--- src/rtl/mvs_pkg.sv ---
package mvs_pkg;
  localparam int MV_W   = 8;
  localparam int COST_W = 16;

  typedef logic signed [MV_W-1:0] mv_t;
  typedef logic [MV_W:0]          mag_t;
  typedef logic [COST_W-1:0]      cost_t;
  typedef struct packed {
    mv_t x;
    mv_t y;
  } mvec_t;

  // middle value of three signed components
  function automatic mv_t med3(mv_t a, mv_t b, mv_t c);
    mv_t lo, hi;
    lo = (a < b) ? a : b;
    hi = (a < b) ? b : a;
    if (c < lo)      return lo;
    else if (c > hi) return hi;
    else             return c;
  endfunction

  // magnitude, one bit wider so the most negative value fits
  function automatic mag_t mag(mv_t v);
    logic signed [MV_W:0] w;
    w = {v[MV_W-1], v};
    return v[MV_W-1] ? mag_t'(-w) : mag_t'(w);
  endfunction

  function automatic mv_t clamp_mv(mv_t v, mag_t h);
    logic signed [MV_W:0] w, hs;
    w  = {v[MV_W-1], v};
    hs = signed'(h);
    if (w > hs)       w = hs;
    else if (w < -hs) w = -hs;
    return w[MV_W-1:0];
  endfunction

  // neighbour visiting order, index 1..8 row by row skipping the centre
  function automatic logic signed [1:0] off_x(logic [3:0] k);
    case (k)
      4'd1, 4'd4, 4'd6: return -2'sd1;
      4'd3, 4'd5, 4'd8: return 2'sd1;
      default:          return 2'sd0;
    endcase
  endfunction

  function automatic logic signed [1:0] off_y(logic [3:0] k);
    case (k)
      4'd1, 4'd2, 4'd3: return -2'sd1;
      4'd6, 4'd7, 4'd8: return 2'sd1;
      default:          return 2'sd0;
    endcase
  endfunction

  function automatic logic inside_win(logic signed [MV_W:0] p, mag_t h);
    logic signed [MV_W:0] hs;
    hs = signed'(h);
    return (p <= hs) && (p >= -hs);
  endfunction
endpackage

--- src/rtl/mvs_seed_gen.sv ---
module mvs_seed_gen
  import mvs_pkg::*;
#(
  parameter int N_EXTRA  = 4,
  parameter int HR_SMALL = 4,
  parameter int HR_LARGE = 16,
  parameter int ACT_THR  = 4,
  parameter int SEED_W   = 3
) (
  input  mvec_t                  nb_l,
  input  mvec_t                  nb_u,
  input  mvec_t                  nb_ur,
  input  mvec_t [N_EXTRA-1:0]    extra,
  input  logic  [SEED_W-1:0]     seed_idx,
  output mag_t                   hr,
  output mvec_t                  med,
  output mvec_t                  seed
);
  localparam int NSEED = 2 + N_EXTRA;

  mag_t  comp_mag [6];
  mag_t  activity;
  mvec_t raw [NSEED];
  mvec_t clp [NSEED];

  assign comp_mag[0] = mag(nb_l.x);
  assign comp_mag[1] = mag(nb_l.y);
  assign comp_mag[2] = mag(nb_u.x);
  assign comp_mag[3] = mag(nb_u.y);
  assign comp_mag[4] = mag(nb_ur.x);
  assign comp_mag[5] = mag(nb_ur.y);

  always_comb begin
    activity = '0;
    for (int i = 0; i < 6; i++)
      if (comp_mag[i] > activity) activity = comp_mag[i];
  end

  assign hr = (activity < mag_t'(ACT_THR)) ? mag_t'(HR_SMALL) : mag_t'(HR_LARGE);

  assign med.x = med3(nb_l.x, nb_u.x, nb_ur.x);
  assign med.y = med3(nb_l.y, nb_u.y, nb_ur.y);

  assign raw[0] = '0;
  assign raw[1] = med;

  genvar g;
  generate
    for (g = 0; g < N_EXTRA; g++) begin : g_extra
      assign raw[2+g] = extra[g];
    end
    for (g = 0; g < NSEED; g++) begin : g_clamp
      assign clp[g].x = clamp_mv(raw[g].x, hr);
      assign clp[g].y = clamp_mv(raw[g].y, hr);
    end
  endgenerate

  always_comb begin
    seed = '0;
    for (int i = 0; i < NSEED; i++)
      if (seed_idx == SEED_W'(i)) seed = clp[i];
  end
endmodule

--- src/rtl/mvs_point_gen.sv ---
module mvs_point_gen
  import mvs_pkg::*;
(
  input  mvec_t       centre,
  input  logic [3:0]  pidx,
  input  mag_t        hr,
  output mvec_t       pt,
  output logic        in_win
);
  logic signed [MV_W:0] px, py;

  assign px = {centre.x[MV_W-1], centre.x} + (MV_W+1)'(off_x(pidx));
  assign py = {centre.y[MV_W-1], centre.y} + (MV_W+1)'(off_y(pidx));

  assign pt.x   = px[MV_W-1:0];
  assign pt.y   = py[MV_W-1:0];
  assign in_win = inside_win(px, hr) && inside_win(py, hr);
endmodule

--- src/rtl/mvs_best_trk.sv ---
module mvs_best_trk
  import mvs_pkg::*;
(
  input  logic  clk,
  input  logic  rst_n,
  input  logic  ev_centre,
  input  logic  ev_nb,
  input  logic  ev_seed,
  input  logic  first_seed,
  input  mvec_t pt,
  input  cost_t cost,
  output mvec_t lb,
  output cost_t lb_cost,
  output mvec_t gb,
  output cost_t gb_cost,
  output logic  nb_better,
  output logic  seed_better
);
  assign nb_better   = cost < lb_cost;
  assign seed_better = first_seed || (lb_cost < gb_cost);

  always_ff @(posedge clk) begin
    if (!rst_n) begin
      lb      <= '0;
      lb_cost <= '0;
      gb      <= '0;
      gb_cost <= '0;
    end else begin
      if (ev_centre) begin
        lb      <= pt;
        lb_cost <= cost;
      end else if (ev_nb && nb_better) begin
        lb      <= pt;
        lb_cost <= cost;
      end
      if (ev_seed && seed_better) begin
        gb      <= lb;
        gb_cost <= lb_cost;
      end
    end
  end
endmodule

--- src/rtl/mvsearch_ctrl.sv ---
module mvsearch_ctrl
  import mvs_pkg::*;
#(
  parameter int N_EXTRA  = 4,
  parameter int HR_SMALL = 4,
  parameter int HR_LARGE = 16,
  parameter int ACT_THR  = 4,
  parameter int MAX_ITER = 8
) (
  input  logic                      clk,
  input  logic                      rst_n,
  input  logic                      start,
  input  logic signed [MV_W-1:0]    nb_left_x,
  input  logic signed [MV_W-1:0]    nb_left_y,
  input  logic signed [MV_W-1:0]    nb_up_x,
  input  logic signed [MV_W-1:0]    nb_up_y,
  input  logic signed [MV_W-1:0]    nb_upr_x,
  input  logic signed [MV_W-1:0]    nb_upr_y,
  input  logic [N_EXTRA*MV_W-1:0]   extra_x,
  input  logic [N_EXTRA*MV_W-1:0]   extra_y,
  output logic                      req_valid,
  input  logic                      req_ready,
  output logic signed [MV_W-1:0]    req_x,
  output logic signed [MV_W-1:0]    req_y,
  input  logic                      rsp_valid,
  input  logic [COST_W-1:0]         rsp_cost,
  output logic                      busy,
  output logic                      done,
  output logic signed [MV_W-1:0]    best_x,
  output logic signed [MV_W-1:0]    best_y,
  output logic [COST_W-1:0]         best_cost
);
  localparam int NSEED  = 2 + N_EXTRA;
  localparam int SEED_W = $clog2(NSEED);
  localparam int ITER_W = (MAX_ITER > 1) ? $clog2(MAX_ITER) : 1;
  localparam logic [3:0] LAST_PT = 4'd9;

  typedef enum logic [3:0] {
    S_IDLE, S_LOAD, S_REQ, S_WAIT, S_NEXT, S_STEP, S_SEED, S_DONE
  } state_t;

  state_t                  state;
  mvec_t                   lat_l, lat_u, lat_ur;
  logic [N_EXTRA*MV_W-1:0] lat_ex_x, lat_ex_y;
  mvec_t [N_EXTRA-1:0]     ex_vec;
  logic [SEED_W-1:0]       seed_idx;
  logic [ITER_W-1:0]       iter;
  logic [3:0]              pidx;
  mvec_t                   centre;

  // named internal events
  mag_t  hr;
  mvec_t med, seed_now, pt, lb, gb;
  cost_t lb_cost, gb_cost;
  logic  in_win, nb_better, seed_better;
  logic  ev_centre, ev_nb, ev_seed, moved, last_step, last_seed;

  genvar g;
  generate
    for (g = 0; g < N_EXTRA; g++) begin : g_unpack
      assign ex_vec[g].x = lat_ex_x[g*MV_W +: MV_W];
      assign ex_vec[g].y = lat_ex_y[g*MV_W +: MV_W];
    end
  endgenerate

  mvs_seed_gen #(
    .N_EXTRA(N_EXTRA), .HR_SMALL(HR_SMALL), .HR_LARGE(HR_LARGE),
    .ACT_THR(ACT_THR), .SEED_W(SEED_W)
  ) u_seed (
    .nb_l(lat_l), .nb_u(lat_u), .nb_ur(lat_ur), .extra(ex_vec),
    .seed_idx(seed_idx), .hr(hr), .med(med), .seed(seed_now)
  );

  mvs_point_gen u_point (
    .centre(centre), .pidx(pidx), .hr(hr), .pt(pt), .in_win(in_win)
  );

  assign ev_centre = (state == S_WAIT) && rsp_valid && (pidx == 4'd0);
  assign ev_nb     = (state == S_WAIT) && rsp_valid && (pidx != 4'd0);
  assign ev_seed   = (state == S_SEED);
  assign moved     = (lb != centre);
  assign last_step = (iter == ITER_W'(MAX_ITER-1));
  assign last_seed = (seed_idx == SEED_W'(NSEED-1));

  mvs_best_trk u_best (
    .clk(clk), .rst_n(rst_n), .ev_centre(ev_centre), .ev_nb(ev_nb),
    .ev_seed(ev_seed), .first_seed(seed_idx == '0), .pt(pt), .cost(rsp_cost),
    .lb(lb), .lb_cost(lb_cost), .gb(gb), .gb_cost(gb_cost),
    .nb_better(nb_better), .seed_better(seed_better)
  );

  always_ff @(posedge clk) begin
    if (!rst_n) begin
      state    <= S_IDLE;
      lat_l    <= '0;
      lat_u    <= '0;
      lat_ur   <= '0;
      lat_ex_x <= '0;
      lat_ex_y <= '0;
      seed_idx <= '0;
      iter     <= '0;
      pidx     <= '0;
      centre   <= '0;
    end else begin
      case (state)
        S_IDLE: if (start) begin
          lat_l    <= '{x: nb_left_x, y: nb_left_y};
          lat_u    <= '{x: nb_up_x,   y: nb_up_y};
          lat_ur   <= '{x: nb_upr_x,  y: nb_upr_y};
          lat_ex_x <= extra_x;
          lat_ex_y <= extra_y;
          seed_idx <= '0;
          state    <= S_LOAD;
        end
        S_LOAD: begin
          centre <= seed_now;
          pidx   <= 4'd0;
          iter   <= '0;
          state  <= S_REQ;
        end
        S_REQ:  if (req_ready) state <= S_WAIT;
        S_WAIT: if (rsp_valid) begin
          pidx  <= pidx + 4'd1;
          state <= S_NEXT;
        end
        S_NEXT: begin
          if (pidx == LAST_PT)  state <= S_STEP;
          else if (in_win)      state <= S_REQ;
          else                  pidx  <= pidx + 4'd1;
        end
        S_STEP: begin
          if (!moved || last_step) state <= S_SEED;
          else begin
            centre <= lb;
            iter   <= iter + 1'b1;
            pidx   <= 4'd1;
            state  <= S_NEXT;
          end
        end
        S_SEED: begin
          if (last_seed) state <= S_DONE;
          else begin
            seed_idx <= seed_idx + 1'b1;
            state    <= S_LOAD;
          end
        end
        S_DONE:  state <= S_IDLE;
        default: state <= S_IDLE;
      endcase
    end
  end

  assign req_valid = (state == S_REQ);
  assign req_x     = pt.x;
  assign req_y     = pt.y;
  assign busy      = (state != S_IDLE);
  assign done      = (state == S_DONE);
  assign best_x    = gb.x;
  assign best_y    = gb.y;
  assign best_cost = gb_cost;
endmodule

--- config.mk ---
export PLATFORM = sky130hd
export DESIGN_NAME = mvsearch_ctrl
export DESIGN_NICKNAME = d
export VERILOG_FILES = /design/src/rtl/mvs_pkg.sv /design/src/rtl/mvs_seed_gen.sv /design/src/rtl/mvs_point_gen.sv /design/src/rtl/mvs_best_trk.sv /design/src/rtl/mvsearch_ctrl.sv
export SDC_FILE = /design/constraint.sdc
export NUM_CORES = 1
export LEC_CHECK = 0
export BUFFER_PORTS_ARGS = -buffer_cell sky130_fd_sc_hd__clkbuf_2
export CAP_MARGIN = 10
export CORE_MARGIN = 2
export CORE_UTILIZATION = 40
export DETAILED_ROUTE_END_ITERATION = 8
export GPL_TIMING_DRIVEN = 0
export SLEW_MARGIN = 10
export SYNTH_ARGS = -nofsm -noshare
export SYNTH_HDL_FRONTEND = slang
export SYNTH_SLANG_ARGS = --single-unit
export TNS_END_PERCENT = 100
--- constraint.sdc ---
create_clock -name clk -period 18.22 [get_ports clk]
set_clock_uncertainty 0.05 [all_clocks]
set_input_delay 2.733 -clock clk [delete_from_list [all_inputs] [get_ports clk]]
set_output_delay 2.733 -clock clk [all_outputs]
set_load 0.01 [all_outputs]
Yosys cells after proc, flatten, opt, wreduce, memory -nomap -nowiden:

Cells that the tools add are included.

* flip-flop bits (word level): 206
* input port bits: 133
* output and inout port bits: 51
* word-level logic and storage cells: 208

* $add $sub $neg: 12
* order comparisons: 41
* equal/unequal tests: 31
* multiplexer cells: 75
* reductions and logical operators: 29

Operators by type and width (number)
* 8-bit two-way mux: 30
* 16-bit two-way mux: 11
* 9-bit two-way mux: 12
* 8-bit by 9-bit < comparator with 1-bit output: 10
* 8-bit by 6-bit > comparator with 1-bit output: 10
* 8-bit negation with 9-bit output: 6
* 9-bit > comparator: 5
* 4-bit two-way mux: 9
* 4-bit by 3-bit == test with 1-bit output (second input constant): 8
* 16-bit < comparator: 2
* 8-bit < comparator: 4
* 16-bit case mux with 2 select lines: 1
* 4-bit case mux with 7 select lines: 1
* 8-bit by 2-bit adder with 9-bit output: 2
* 9-bit >= comparator: 2
* 9-bit by 6-bit <= comparator with 1-bit output: 2
* 4-bit by 2-bit == test with 1-bit output (second input constant): 4
* 8-bit > comparator: 2
* 16-bit != test: 1
* 4-bit case mux with 4 select lines: 1
* 3-bit two-way mux: 4
* 2-bit != test (second input constant): 6
* 3-bit case mux with 2 select lines: 2
* 4-bit nonzero test: 3
* 28 further kinds: 50

Depth between registers and ports, before layout:

Gate-level depths: netlist (run 1).

* depth in word-level cells: 27
* mapped depth: 62
* mapped depth without buffers: 57

Modules after synthesis:

From an unflattened synthesis (run 1), not the netlist that was laid out.

* cell total of the unflattened synthesis: 2248
* area, all modules: 17764.5 um^2

By module, submodules not included
* mvs_seed_gen: instances 1, cells an instance 974, area each 6737.7 um^2, sequential area each 0.0 um^2
* mvsearch_ctrl: instances 1, cells an instance 729, area each 6188.4 um^2, sequential area each 2822.7 um^2
* mvs_best_trk: instances 1, cells an instance 350, area each 3231.8 um^2, sequential area each 1281.2 um^2
* mvs_point_gen: instances 1, cells an instance 195, area each 1606.5 um^2, sequential area each 0.0 um^2

Worst setup path before layout (run 1):

OpenSTA, ideal clock, no wires.

* kind: flip-flop to flip-flop
* start: register lat_l[10] (netlist name)
* end: register, netlist name centre[4]
* library setup time: 0.127 ns
* arrival time: 11.373 ns
* data required time: 18.043 ns
* setup slack: 6.670 ns
* cell stages (with the launch flop): 52
* path buffers: 4
* clock period less this slack: 11.550 ns
* cells stage by stage: dfxtp_1 clkbuf_1 or3_1 o31ai_1 xor2_1 ha_1 a211oi_1 nor2_1 a2111oi_2 or3_1 nand2_1 ha_1 a211oi_1 nor2_1 a2111oi_2 nor2_1 clkbuf_1 o21ai_0 (+16 left out) ha_1 nor4_1 or3_1 a21oi_1 o21a_1 o22ai_1 o221ai_1 o41a_1 buf_2 ha_1 o21a_1 o21ai_0 or3_1 ha_1 or2_2 a221oi_2 nor4_1 or3_1

* longest elaborated chain between the ends: 27
* elaborated cells on any way between the ends: 48
* those cells by class: add/sub: 2; order compare: 19; mux: 27

Ends and longest elaborated chain
* start, declared: RTL line mvsearch_ctrl.sv:43 `mvec_t lat_l, lat_u, lat_ur;`
* start signal, assigned: RTL line mvsearch_ctrl.sv:107 `lat_l <= '{x: nb_left_x, y: nb_left_y};`
* 8-bit negation with 9-bit output: RTL line mvs_pkg.sv:27 `return v[MV_W-1] ? mag_t'(-w) : mag_t'(w);`
* 9-bit two-way mux *: RTL line mvs_pkg.sv:27
* 9-bit by 1-bit > comparator with 1-bit output: RTL line mvs_seed_gen.sv:36 `if (comp_mag[i] > activity) activity = comp_mag[i];`
* 9-bit two-way mux *: RTL line mvs_seed_gen.sv:36
* 9-bit > comparator: RTL line mvs_seed_gen.sv:36
* 9-bit two-way mux *: RTL line mvs_seed_gen.sv:36
* 9-bit > comparator: RTL line mvs_seed_gen.sv:36
* 9-bit two-way mux *: RTL line mvs_seed_gen.sv:36
* (+7 left out)
* 5-bit two-way mux *: RTL line mvs_seed_gen.sv:39 `assign hr = (activity < mag_t'(ACT_THR)) ? mag_t'(HR_SMALL) : mag_t'(HR_LARGE);`
* 5-bit negation with 9-bit output
* 1-bit by 9-bit < comparator with 1-bit output: RTL line mvs_pkg.sv:35 `else if (w < -hs) w = -hs;`
* 8-bit two-way mux: RTL line mvs_pkg.sv:35
* 8-bit two-way mux: RTL line mvs_pkg.sv:34 `if (w > hs) w = hs;`
* 16-bit two-way mux (5 in series): RTL line mvs_seed_gen.sv:61 `if (seed_idx == SEED_W'(i)) seed = clp[i];`
* 16-bit two-way mux *: RTL line mvs_seed_gen.sv:61
* 16-bit case mux with 2 select lines *: RTL line mvsearch_ctrl.sv:105 `case (state)`

Every way passes the cells marked *; elsewhere a longest branch is shown, timed or not.
A chain may end at the register's enable or synchronous reset.

Worst setup path in the final report (run 1):

* start: register lat_l[8] (netlist name)
* end: register, netlist name centre[0]

* longest elaborated chain between the ends: 27
* elaborated cells on any way between the ends: 48
* those cells by class: add/sub: 2; order compare: 19; mux: 27

Ends and longest elaborated chain (RTL line)
* 8-bit negation with 9-bit output: mvs_pkg.sv:27
* 9-bit two-way mux *: mvs_pkg.sv:27
* 9-bit by 1-bit > comparator with 1-bit output: mvs_seed_gen.sv:36
* 9-bit two-way mux *: mvs_seed_gen.sv:36
* 9-bit > comparator: mvs_seed_gen.sv:36
* 9-bit two-way mux *: mvs_seed_gen.sv:36
* 9-bit > comparator: mvs_seed_gen.sv:36
* 9-bit two-way mux *: mvs_seed_gen.sv:36
* (+7 left out)
* 5-bit two-way mux *: mvs_seed_gen.sv:39
* 5-bit negation with 9-bit output
* 1-bit by 9-bit < comparator with 1-bit output: mvs_pkg.sv:35
* 8-bit two-way mux: mvs_pkg.sv:35
* 8-bit two-way mux: mvs_pkg.sv:34
* 16-bit two-way mux (5 in series): mvs_seed_gen.sv:61
* 16-bit two-way mux *: mvs_seed_gen.sv:61
* 16-bit case mux with 2 select lines *: mvsearch_ctrl.sv:105

Marked as above.

==> results of run 1 <==
cell type report:
type                            instances  area [µm²]
Tap cell                              539         674
Sequential cell                       205        4100
Buffer                                111         450
Antenna cell                            1        2.50
Multi-Input combinational cell       1802       12100
Timing Repair Buffer                  182         911
Clock buffer                           30         674
Fill cell                            4311       22500
Inverter                              143         537
Clock inverter                         16         184
routing by layer:
layer	part of all wire, %	global-route usage [%]	wire length (µm)	up-vias
met5	0	0	0	-
met1	45	34.1	26300	8035
met2	45	42.8	26400	499
li1	-	-	-	8424
met4	3.5	9.13	2020	0
met3	6.0	3.83	3490	114
stage by stage:
stage	util, %	area, µm²	total power [µW]	setup slack (ps)
2_1_floorplan	-	17200	2650	6670
3_3_place_gp	44.6	18800	3340	3500
3_5_place_dp	44.6	18800	3410	3390
4_1_cts	46.6	19700	3960	3310
5_1_grt	46.6	19700	4350	1650
6_report	46.6	19700	3980	3010
how the worst max path moves through the flow:
stage | to | cells past startpoint
5_1_grt | centre[0]$_SDFFE_PN0P_ | 54
3_5_place_dp | centre[0]$_SDFFE_PN0P_ | 55
4_1_cts | centre[0]$_SDFFE_PN0P_ | 55
2_1_floorplan | centre[4]$_SDFFE_PN0P_ | 51
6_report | centre[0]$_SDFFE_PN0P_ | 55
3_3_place_gp | centre[0]$_SDFFE_PN0P_ | 55
critical path: cells and delay by family, from the launching register on:
family | cells | cell delay [ps]
buf+inv | 8 | 1890
compound gates | 26 | 7880
simple gates | 12 | 1990
fa+ha+maj | 8 | 2430
xor+xnor | 1 | 380
flops | 1 | 380
power by group:
part / internal, µW / switching, µW
logic: 1090 / 1760
clock network: 309 / 219
registers: 509 / 88.4
total: 1910 / 2070
cells in the mapped netlist (6+ instances only):
cell,count,area (µm²)
nor4_1,13,81.3
nand3_1,25,125
inv_1,142,533
o221ai_1,10,87.6
nand3b_1,6,45.0
or3_1,15,93.8
mux2i_1,105,1050
nand2_1,394,1480
a32oi_1,11,96.3
a2111oi_0,6,52.6
nand2b_1,22,138
a22oi_1,8,60.1
o21a_1,21,158
nor2b_1,56,350
nor2_1,166,623
nand4b_1,6,52.6
and4_1,15,131
or2_2,7,43.8
o22ai_1,30,188
xnor2_1,29,254
and2_1,15,93.8
o21ai_0,125,626
nor3_1,34,170
ha_1,210,2630
clkbuf_1,100,375
mux2_2,7,78.8
a21o_1,26,195
o211ai_1,14,105
o31ai_1,16,120
nand4_1,12,75.1
a211oi_1,16,120
a21oi_1,94,470
a31oi_1,23,144
and3_1,16,100
xor2_1,26,228
o2111ai_1,7,61.3
a21boi_0,121,908
dfxtp_1,205,4100
flip-flops by register name, indices dropped and copies added, names as in the netlist:
register        cells
lat_ex_y           32
u_best.gb_cost     16
state               3
lat_l              16
iter                3
lat_u              16
centre             16
seed_idx            3
lat_ur             16
u_best.lb          16
u_best.lb_cost     16
lat_ex_x           32
u_best.gb          16
pidx                4
cells by family after synthesis:
group / after synthesis / share of synthesized area (%)
AOI/OAI and AO/OA: 595 / 23.7
xor gates and xnor gates: 55 / 2.80
adders and majority gates: 212 / 15.5
buffers and inverters: 254 / 5.74
DFF: 205 / 23.9
muxes: 113 / 6.66
other: 2 / 0.0437
and+or+nand+nor: 817 / 21.7
==> qor.txt, run 1 <==
Pre-antenna DRT Iters: 6
TNS Setup: 0 ps
DR WL/cell: 19.2 µm
worst min path class: reg2reg
die area: 0.0447 mm²
RSZ-0062 raised after global routing: no
Placer Congestion: 0.968
height of the die: 211 µm
status: finished, final reports clean
total track usage: 25.8%
clock-pin slew on the worst setup and hold paths: 70 ps
max frequency: 65.8 MHz
number of primary I/O pins: 184
post-synthesis sequential area ratio: 23.9%
Slew headroom: 24.3%
Seq cells post-synth: 205
VDD IR max: 0.170 mV
post-CTS setup buffers: 0
Reg2Reg Capture Point: centre[0]$_SDFFE_PN0P_
final wirelength: 58.2 mm
I/O Buffers: 182
most used flip-flop cell after synthesis: dfxtp_1
library cells used by synthesis: 86
Post-CTS Hold Buffers: 0
worst hold margin: 410 ps
fin nets: 2815
initial core utilization: 40.7%
Final Critical Period: 15210 ps
final setup violation count: 0
maximum number of pins on one net before global-route repair: 34
CP Capture Type: register
EDFF count, synth: 0
initial antenna violation count: 0
MaxCap Viol Count: 0
core box area: 0.0422 mm²
Async S/R FF share, synth: 0%
global-route wire length before repair: 90.7 mm
CP peak stage delay: 730 ps
power per cell area: 202 mW/mm²
CP required: 18640 ps
total vias in the final route: 17100
post-DP HPWL: 46.9 mm
Synth warnings: 0
vias in the first global route: 16500
cell area after synthesis: 0.0172 mm²
Worst Tran Pin Value: 1120 ps
worst reg2reg path startpoint: lat_l[8]$_SDFFE_PN0P_
htree depth: 1
proportion of layout cells with a drive suffix above 1: 10.7%
Reg2Reg Depth: 55
CTS Buf Count: 25
# DRC: 0
Mapped Avg Cell Area: 7.64 µm²
Clock Sink Count: 205
Row Count: 75
Max Root-Sink Buffers: 3
most common cell after layout, fill and taps aside: nand2_1
via density per instance: 5.64
Die W: 211 µm
TritonCTS clock tree: yes
hold_sp: u_best.gb[13]$_SDFFE_PN0P_
reg2reg setup slack: 3010 ps
post_cts resized: 0
detailed router's first-iteration violation count: 1228
Area Overhead vs Synth: 14.4%
CP max FO: 33
Hold Path Sink: u_best.gb[13]$_SDFFE_PN0P_
root buffer cell: clkbuf_16
CP Class: reg2reg
final cell count without fillers: 3029
antenna-violating nets left: 0
Leak: 0.00845 µW
total gr overflow: 0
Inst Count DP: 2982
Hold Crit Depth: 2
CP startpoint: lat_l[8]$_SDFFE_PN0P_
clk_lat worst skew: 560 ps
max-slew violations: 0
most frequent cells in the layout: 394 x nand2_1, 210 x ha_1, 205 x dfxtp_1
Worst EP arrival: 15630 ps
Worst setup SP type: register
fin crit share: 83.5%
Crit-path slowest cell: a2111oi_2
Cells after Synth: 2253
Hold Vio Cnt, Final: 0
Note: power is estimated with default switching activity, not from simulation.
==> run 2: changes to the inputs <==
clock period = 15.4 ns   (was 18.22 ns; I/O delays follow)
==> run 2 against run 1 <==
Core utilization grew 0.068 points; non-clock buffer count did not move; global-route usage stayed put.
==> qor.txt, run 2 (synthesis gave the netlist of run 1 again) <==
Hold Path Sink: u_best.gb[13]$_SDFFE_PN0P_
Largest regs: lat_ex_x x32, lat_ex_y x32
core box area: 0.0422 mm²
max-slew violations: 0
reg2reg setup slack: 1100 ps
total track usage: 25.8%
CP required: 15820 ps
Pre-antenna DRT Iters: 5
most common cell after layout, fill and taps aside: nand2_1
root buffer cell: clkbuf_16
Reg2Reg Capture Point: centre[0]$_SDFFE_PN0P_
Max Root-Sink Buffers: 3
CP peak stage delay: 670 ps
CP max FO: 33
Leak: 0.00846 µW
fillers: 4316
multi-input logic area: 0.0122 mm²
antenna-violating nets left: 0
# DRC: 0
Hold Vio Cnt, Final: 0
flip-flop and latch area: 0.00410 mm²
fin crit share: 92.8%
total gr overflow: 0
post-DP HPWL: 46.9 mm
Final Critical Period: 14300 ps
initial core utilization: 40.7%
Area Overhead vs Synth: 14.6%
die area: 0.0447 mm²
via density per instance: 5.63
Place WS: 574 ps
vias in the first global route: 16500
I/O Buffers: 182
DR WL/cell: 19.2 µm
height of the die: 211 µm
worst reg2reg path startpoint: lat_l[8]$_SDFFE_PN0P_
Hold Crit Depth: 2
Worst EP arrival: 14720 ps
Die W: 211 µm
Clock Sink Count: 205
htree depth: 1
clock-pin slew on the worst setup and hold paths: 70 ps
maximum number of pins on one net before global-route repair: 34
power after layout: 4730 µW
hold_sp: u_best.gb[13]$_SDFFE_PN0P_
VDD IR max: 0.156 mV
Crit-path slowest cell: o41a_2
TNS Setup: 0 ps
final wirelength: 58.1 mm
status: finished, final reports clean
CP most frequent cell: ha_1
most frequent cells in the layout: 394 x nand2_1, 210 x ha_1, 205 x dfxtp_1
TritonCTS clock tree: yes
Reg2Reg Depth: 55
initial antenna violation count: 0
Placer Congestion: 0.968
post-CTS setup buffers: 0
number of primary I/O pins: 184
MaxCap Viol Count: 0
detailed router's first-iteration violation count: 1226
power per cell area: 240 mW/mm²
worst min path class: reg2reg
CP Class: reg2reg
proportion of layout cells with a drive suffix above 1: 10.8%
max frequency: 69.9 MHz
final setup violation count: 0
CP Capture Type: register
fin nets: 2815
total vias in the final route: 17100
CTS Buf Count: 25
Row Count: 75
Slew headroom: 24.7%
global-route wire length before repair: 90.7 mm
RSZ-0062 raised after global routing: no
clk_lat worst skew: 560 ps
Worst setup SP type: register
Worst Tran Pin Value: 1110 ps
PnR worst setup slack: 1100 ps
[run 2: layout make-up]
type,count,area share [%]
buffer,111,2.32
tap,539,3.42
multi-input combinational,1802,61.7
inverter,143,2.72
antenna,1,0.0127
clock buffer,30,3.42
clock inverter,16,0.933
sequential,205,20.8
timing repair buffer,182,4.62
[run 2: per-layer routing]
layer | GRT usage [%] | vias up | wire length [µm]
li1 | - | 8419 | -
met1 | 34.1 | 8027 | 26300
met2 | 42.8 | 488 | 26400
met3 | 3.83 | 123 | 3420
met4 | 9.13 | 0 | 2040
met5 | 0 | - | 0
[run 2: worst max path at each step]
stage / cells after the start / to / slack (ps) / start
2_1_floorplan: 51 / centre[4]$_SDFFE_PN0P_ / 3850 / lat_l[10]$_SDFFE_PN0P_
3_3_place_gp: 55 / centre[0]$_SDFFE_PN0P_ / 680 / lat_l[8]$_SDFFE_PN0P_
3_5_place_dp: 55 / centre[0]$_SDFFE_PN0P_ / 570 / lat_l[8]$_SDFFE_PN0P_
4_1_cts: 55 / centre[0]$_SDFFE_PN0P_ / 490 / lat_l[8]$_SDFFE_PN0P_
5_1_grt: 55 / centre[0]$_SDFFE_PN0P_ / 30 / lat_l[8]$_SDFFE_PN0P_
6_report: 55 / centre[0]$_SDFFE_PN0P_ / 1100 / lat_l[8]$_SDFFE_PN0P_
[run 2: repair_timing]
item | in CTS | in global routing
endpoints found under the setup margin | 0 | 22
gates resized for setup | 0 | 11
hold buffers | 0 | 0
[run 2: through the flow]
stage	hold WS, ps	cell area (µm²)	cells	utilization (%)
CTS	410	19700	3028	46.6
global placement	396	18800	2982	44.6
floorplan	402	17200	2261	-
detailed placement	402	18800	2982	44.6
global route	422	19700	3028	46.7
finish	410	19700	3029	46.7
[run 2: worst max-delay path, delay by kind of cell, from the launching register on]
family / cells / cell delay [ps]
adder cells (fa/ha/maj): 8 / 2370
buffers and inverters: 8 / 1500
XOR/XNOR: 1 / 390
AO/OA/AOI/OAI: 26 / 7390
AND/OR/NAND/NOR: 12 / 2120
flip-flops: 1 / 340
[run 2: power breakdown]
group	leakage, µW	internal (µW)	switching [µW]
Clock	0.000428	366	258
Sequential	0.00167	602	104
Combinational	0.00636	1310	2090
Total	0.00846	2280	2450
